==> src/rtl/ihex_pkg.sv <==
package ihex_pkg;

   typedef enum logic [3:0] {
      ST_IDLE,
      ST_COUNT,
      ST_ADDR_H,
      ST_ADDR_L,
      ST_TYPE,
      ST_DATA,
      ST_SUM,
      ST_DRAIN,
      ST_DONE
   } ld_state_t;

   localparam logic [7:0] REC_DATA = 8'h00;
   localparam logic [7:0] REC_EOF  = 8'h01;
   localparam logic [7:0] REC_SEG  = 8'h02;
   localparam logic [7:0] REC_LIN  = 8'h04;

   localparam logic [7:0] CH_COLON = 8'h3A;

endpackage

==> src/rtl/ihex_hexdig.sv <==
module ihex_hexdig (
   input  logic [7:0] ch,
   output logic [3:0] nib,
   output logic       is_hex
);

   always_comb begin
      is_hex = 1'b1;
      nib    = 4'h0;
      if (ch >= 8'h30 && ch <= 8'h39) begin
         nib = ch[3:0];
      end else if ((ch >= 8'h41 && ch <= 8'h46) || (ch >= 8'h61 && ch <= 8'h66)) begin
         nib = ch[3:0] + 4'd9;
      end else begin
         is_hex = 1'b0;
      end
   end

endmodule

==> src/rtl/ihex_rec_buf.sv <==
module ihex_rec_buf #(
   parameter int DEPTH = 32,
   localparam int IW = (DEPTH > 1) ? $clog2(DEPTH) : 1
) (
   input  logic          clk,
   input  logic          we,
   input  logic [IW-1:0] waddr,
   input  logic [7:0]    wdata,
   input  logic [IW-1:0] raddr,
   output logic [7:0]    rdata
);

   logic [7:0] mem [DEPTH];

   always_ff @(posedge clk) begin
      if (we) mem[waddr] <= wdata;
   end

   assign rdata = mem[raddr];

endmodule

==> src/rtl/ihex_addr_gen.sv <==
module ihex_addr_gen #(
   parameter int unsigned MEM_BYTES = 32768,
   localparam int MEM_AW = $clog2(MEM_BYTES)
) (
   input  logic [31:0]       base,
   input  logic [15:0]       load,
   input  logic [7:0]        idx,
   output logic [31:0]       addr,
   output logic              in_range,
   output logic [MEM_AW-2:0] word,
   output logic              hi
);

   localparam bit POW2 = ((MEM_BYTES & (MEM_BYTES - 1)) == 0);

   assign addr = base + {16'h0000, load} + {24'h000000, idx};
   assign word = addr[MEM_AW-1:1];
   assign hi   = addr[0];

   generate
      if (POW2) begin : g_pow2
         assign in_range = (addr[31:MEM_AW] == '0);
      end else begin : g_cmp
         assign in_range = (addr < 32'(MEM_BYTES));
      end
   endgenerate

endmodule

==> src/rtl/ihex_loader.sv <==
module ihex_loader #(
   parameter int unsigned MEM_BYTES = 32768,
   parameter int          BUF_DEPTH = 32,
   localparam int MEM_AW = $clog2(MEM_BYTES),
   localparam int BIW    = $clog2(BUF_DEPTH)
) (
   input  logic              clk,
   input  logic              rst_n,
   input  logic              rx_valid,
   input  logic [7:0]        rx_data,
   output logic              rx_ready,
   output logic              wr_valid,
   input  logic              wr_ready,
   output logic [31:0]       wr_addr,
   output logic [7:0]        wr_byte,
   output logic [MEM_AW-2:0] wr_word,
   output logic              wr_hi,
   output logic              err_fmt,
   output logic              err_sum,
   output logic              err_range,
   output logic              done
);
   import ihex_pkg::*;

   generate
      if (BUF_DEPTH < 2 || BUF_DEPTH > 256) begin : g_bad_depth
         $error("BUF_DEPTH must lie in 2..256");
      end
      if (MEM_BYTES < 4 || MEM_BYTES > 32'h4000_0000 || MEM_BYTES[0]) begin : g_bad_mem
         $error("MEM_BYTES must be even and in 4..2^30");
      end
   endgenerate

   ld_state_t   state;
   logic [3:0]  nib_hi;
   logic        nib_phase;
   logic [7:0]  sum;
   logic [7:0]  cnt;
   logic [15:0] load;
   logic [7:0]  rtype;
   logic [7:0]  idx;
   logic [31:0] base;
   logic [7:0]  pl0, pl1;

   logic [3:0]  nib;
   logic        is_hex;
   logic        acc, in_rec, byte_done, buf_we, in_range, advance;
   logic [7:0]  full_byte, idx_nx, sum_nx;

   ihex_hexdig u_dig (
      .ch     (rx_data),
      .nib    (nib),
      .is_hex (is_hex)
   );

   ihex_rec_buf #(.DEPTH(BUF_DEPTH)) u_buf (
      .clk   (clk),
      .we    (buf_we),
      .waddr (idx[BIW-1:0]),
      .wdata (full_byte),
      .raddr (idx[BIW-1:0]),
      .rdata (wr_byte)
   );

   ihex_addr_gen #(.MEM_BYTES(MEM_BYTES)) u_agen (
      .base     (base),
      .load     (load),
      .idx      (idx),
      .addr     (wr_addr),
      .in_range (in_range),
      .word     (wr_word),
      .hi       (wr_hi)
   );

   assign rx_ready  = (state != ST_DRAIN);
   assign acc       = rx_valid && rx_ready;
   assign in_rec    = (state == ST_COUNT) || (state == ST_ADDR_H) || (state == ST_ADDR_L) ||
                      (state == ST_TYPE)  || (state == ST_DATA)   || (state == ST_SUM);
   assign full_byte = {nib_hi, nib};
   assign byte_done = acc && in_rec && is_hex && nib_phase;
   assign buf_we    = byte_done && (state == ST_DATA);
   assign idx_nx    = idx + 8'd1;
   assign sum_nx    = sum + full_byte;
   assign wr_valid  = (state == ST_DRAIN) && in_range;
   assign advance   = (state == ST_DRAIN) && (!in_range || wr_ready);
   assign done      = (state == ST_DONE);

   always_ff @(posedge clk) begin
      if (!rst_n) begin
         state     <= ST_IDLE;
         nib_hi    <= 4'h0;
         nib_phase <= 1'b0;
         sum       <= 8'h00;
         cnt       <= 8'h00;
         load      <= 16'h0000;
         rtype     <= 8'h00;
         idx       <= 8'h00;
         base      <= 32'h0;
         pl0       <= 8'h00;
         pl1       <= 8'h00;
         err_fmt   <= 1'b0;
         err_sum   <= 1'b0;
         err_range <= 1'b0;
      end else begin
         err_fmt   <= 1'b0;
         err_sum   <= 1'b0;
         err_range <= 1'b0;
         if (state == ST_IDLE) begin
            if (acc && rx_data == CH_COLON) begin
               state     <= ST_COUNT;
               sum       <= 8'h00;
               nib_phase <= 1'b0;
            end
         end else if (in_rec) begin
            if (acc && !is_hex) begin
               err_fmt <= 1'b1;
               state   <= ST_IDLE;
            end else if (acc && !nib_phase) begin
               nib_hi    <= nib;
               nib_phase <= 1'b1;
            end else if (byte_done) begin
               nib_phase <= 1'b0;
               sum       <= sum_nx;
               case (state)
                  ST_COUNT: begin
                     cnt <= full_byte;
                     if (int'(full_byte) > BUF_DEPTH) begin
                        err_fmt <= 1'b1;
                        state   <= ST_IDLE;
                     end else begin
                        state <= ST_ADDR_H;
                     end
                  end
                  ST_ADDR_H: begin
                     load[15:8] <= full_byte;
                     state      <= ST_ADDR_L;
                  end
                  ST_ADDR_L: begin
                     load[7:0] <= full_byte;
                     state     <= ST_TYPE;
                  end
                  ST_TYPE: begin
                     rtype <= full_byte;
                     idx   <= 8'h00;
                     state <= (cnt == 8'h00) ? ST_SUM : ST_DATA;
                  end
                  ST_DATA: begin
                     if (idx == 8'h00) pl0 <= full_byte;
                     if (idx == 8'h01) pl1 <= full_byte;
                     idx <= idx_nx;
                     if (idx_nx == cnt) state <= ST_SUM;
                  end
                  default: begin
                     if (sum_nx != 8'h00) begin
                        err_sum <= 1'b1;
                        state   <= ST_IDLE;
                     end else begin
                        state <= ST_IDLE;
                        case (rtype)
                           REC_DATA: begin
                              idx <= 8'h00;
                              if (cnt != 8'h00) state <= ST_DRAIN;
                           end
                           REC_EOF: state <= ST_DONE;
                           REC_SEG: if (cnt == 8'd2) base <= {12'h000, pl0, pl1, 4'h0};
                           REC_LIN: if (cnt == 8'd2) base <= {pl0, pl1, 16'h0000};
                           default: ;
                        endcase
                     end
                  end
               endcase
            end
         end else if (state == ST_DRAIN) begin
            if (advance) begin
               if (!in_range) err_range <= 1'b1;
               idx <= idx_nx;
               if (idx_nx == cnt) state <= ST_IDLE;
            end
         end
      end
   end

endmodule

==> config.mk <==
export PLATFORM = sky130hd
export DESIGN_NAME = ihex_loader
export DESIGN_NICKNAME = d
export VERILOG_FILES = /design/src/rtl/ihex_pkg.sv /design/src/rtl/ihex_hexdig.sv /design/src/rtl/ihex_rec_buf.sv /design/src/rtl/ihex_addr_gen.sv /design/src/rtl/ihex_loader.sv
export SDC_FILE = /design/constraint.sdc
export NUM_CORES = 1
export LEC_CHECK = 0
export ABC_AREA = 1
export BUFFER_PORTS_ARGS = -buffer_cell sky130_fd_sc_hd__buf_2
export CAP_MARGIN = 0
export CELL_PAD_IN_SITES_DETAIL_PLACEMENT = 1
export CELL_PAD_IN_SITES_GLOBAL_PLACEMENT = 1
export CORE_AREA = 2 2 189 191
export CTS_BUF_LIST = sky130_fd_sc_hd__clkbuf_8
export DETAILED_ROUTE_END_ITERATION = 10
export DIE_AREA = 0 0 191 193
export MAX_ROUTING_LAYER = met4
export PLACE_DENSITY_LB_ADDON = 0.1
export SYNTH_ARGS = -nofsm -noshare
export SYNTH_HDL_FRONTEND = slang
export SYNTH_HIERARCHICAL = 1
export SYNTH_SLANG_ARGS = --single-unit
==> constraint.sdc <==
create_clock -name clk -period 7.2 [get_ports clk]
set_clock_uncertainty 0.2 [all_clocks]
set_input_delay 1.08 -clock clk [delete_from_list [all_inputs] [get_ports clk]]
set_output_delay 1.08 -clock clk [all_outputs]
set_load 0.02 [all_outputs]
==> metrics.cfg <==
[setup_path]
endpoint=wr_valid
crit_start=idx[0]
r2r_slack_ns=2.14
worstRegToRegCells=24
rr_endpoint=idx[1]
r2r_start=idx[0]
crit_required_ns=5.92
end_kind=output port
crit_path_max_fanout=64
crit_arrival_ns=4.64
critPathLaunchType=register
criticalPathCategory=reg2out

[detailed_routing]
dr_wl_met3_um=2610
num_vias=14800
drt_wl_total_um=53600
drc_errors=0
drt_pass1_iterations=5
first_iter_violations=930
via_per_inst=5.56
post_drt_wl_per_cell_um=20.1
top_layer_used=met4
ant_nets=0
met2_wirelength_um=27100
wl_met1_um=22800

[power]
leakage_uw=0.00854
clockPowerShare_pct=38.3
powerDensity_mw_per_mm2=225
internal-power_uw=3210
power_frac_comb_pct=10.4
switchingPower_uw=1230
swShare_pct=27.6
finalPower_uw=4430
pwr-share-seq_pct=51.3
ir_drop_mv=0.201

[clocking]
cts_hold_buf=0
cts_resized=0
cts_tree=yes
cts_root_buf=clkbuf_8
clockBufferDepth=3
clk_pin_slew_worst_paths_ns=0.06
cts_htree_levels=2
cts_sinks=360
insertion_delay_ns=0.66
numCtsBuffers=58
post-cts-setup-buffers=0

[final_layout]
num_antenna_cells=0
syn2layout_area_growth_pct=8.34
final_area_mm2=0.0197
num-nets-final=2216
drive_above_1_share_pct=10.2

[global_route]
antenna_found_initial=0
grt_pass1_vias=15300
grtUsageTotal_pct=30.2
gr-total-overflow=0
grt_pass1_wl_um=82800
grt_max_degree=79

[synthesis]
synth_flop_cell=edfxtp_1
synth_edf_count=256
seq_area_frac_synth_pct=53.8
syn_area_per_cell_um2=8.65
synth.most_common_cell=nand2_1
yosys-top-cells-area=edfxtp_1, nand2_1, dfxtp_1
synth_cell_types=47
synthCells=2098
synth_top_area_share_pct=42.3
synthTopCellsByCount=nand2_1, nand3_1, edfxtp_1
syn_area_mm2=0.0182
synth_top_area_cell=edfxtp_1
ys_ff_latch=360
async_reset_ff_share_pct=0
ys.warnings.count=6

[status]
status=complete, no violations

[placement]
io_buffers=72
gp_congestion=0.907
hpwlAfterDp_um=34900
place_area_mm2=0.0186

[floorplan]
die_area_mm2=0.0369
coreArea_mm2=0.0350
rows=69
io_pins=73
start_util_pct=51.9
dieHeight_um=193
die_x_um=191

[timing]
finalMaxSlewViolations=0
finalSetupTns_ns=0
slew_headroom_pct=20.9
worstMarginPinSlew_ns=1.19
min_period_over_period_pct=82.3
rsz0062_at_grt=no
period_needed_ns=5.92
clock.fmax_ghz=0.169
hold_viol=0
finalSetupViolCount=0

[hold_path]
min_path_type=reg2reg

[flow_run]
cap_violations=0

-- metal layers --
layer | track usage [%] | vias up
met5 | - | -
met4 | 9.21 | 0
met3 | 4.13 | 78
met2 | 51.9 | 391
met1 | 37.1 | 7358
li1 | - | 7019
-- registers in the layout, indices dropped and copies added, names as in the netlist, 8 cells and up --
register and flops:
base 28, cnt 8, rtype 8, sum 8
u_buf/mem 256, load 16, pl0 8, idx 8
pl1 8
-- placed cells by master, fill, tap and decap left out, types with 37 or more instances in the layout --
master / n
nand2_1: 660
nand3_1: 281
edfxtp_1: 256
inv_1: 217
nor2_1: 150
dfxtp_1: 102
a21oi_1: 96
buf_2: 72
o21ai_0: 64
clkbuf_8: 63
ha_1: 37
-- power groups by stage --
stage | Sequential (µW) | Combinational (µW) | Clock [µW]
after CTS | 2270 | 459 | 1730
after global routing | 2270 | 512 | 1820
after detailed placement | 2320 | 457 | 0
after global placement | 2320 | 443 | 0
final | 2270 | 462 | 1700
after floorplan | 2340 | 286 | 0
-- how the worst min path moves through the flow --
stage,start,to,depth (start not counted)
after global placement,load[0],load[0],2
after CTS,load[0],load[0],2
final,load[0],load[0],2
after global routing,load[0],load[0],2
after floorplan,load[0],load[0],2
after detailed placement,load[0],load[0],2
-- cell type report --
type,instances,area (µm²)
Fill cell,4228,15300
Sequential cell,360,9770
Multi-Input combinational cell,1430,6900
Clock buffer,63,867
Inverter,217,818
Tap cell,461,577
Timing Repair Buffer,90,495
Clock inverter,47,236
-- logic make-up (layout without fill, tap and decap cells) --
| family | count (synthesis) | in the layout | synth area share [%] |
|---|---|---|---|
| AO/OA/AOI/OAI | 180 | 180 | 5.16 |
| XOR/XNOR | 20 | 20 | 0.965 |
| adder cells (fa/ha/maj) | 47 | 47 | 3.65 |
| buffers and inverters | 311 | 417 | 8.23 |
| flip-flops | 360 | 360 | 53.8 |
| other | 1 | 4 | 0.0207 |
| AND/OR/NAND/NOR | 1179 | 1179 | 28.2 |
-- worst max-delay path, cell delays in order, from the launching register on --
cell,delay (ns)
dfxtp_4,0.79
inv_1,0.14
fa_1,0.42
inv_1,0.13
ha_1,0.22
fa_1,0.25
nand3_1,0.09
nand3_1,0.21
nand3_1,0.11
nand3_1,0.19
nand2_1,0.11
nand2_1,0.08
nand2_1,0.05
nand2_1,0.09
nand3_1,0.08
nor2_1,0.22
nand2_1,0.08
nor2_1,0.31
inv_1,0.10
nor2_1,0.11
buf_2,0.16
-- metrics by stage --
step	hold slack (ns)	instances	setup WS, ns	utilization (%)
after floorplan	0.224	2101	2.65	-
after global placement	0.238	2558	1.90	53.1
after detailed placement	0.241	2558	1.56	53.1
after CTS	0.250	2668	1.20	56.3
after global routing	0.288	2668	0.901	56.3
final	0.249	2668	1.28	56.3
Note: power is estimated with default switching activity, not from simulation.
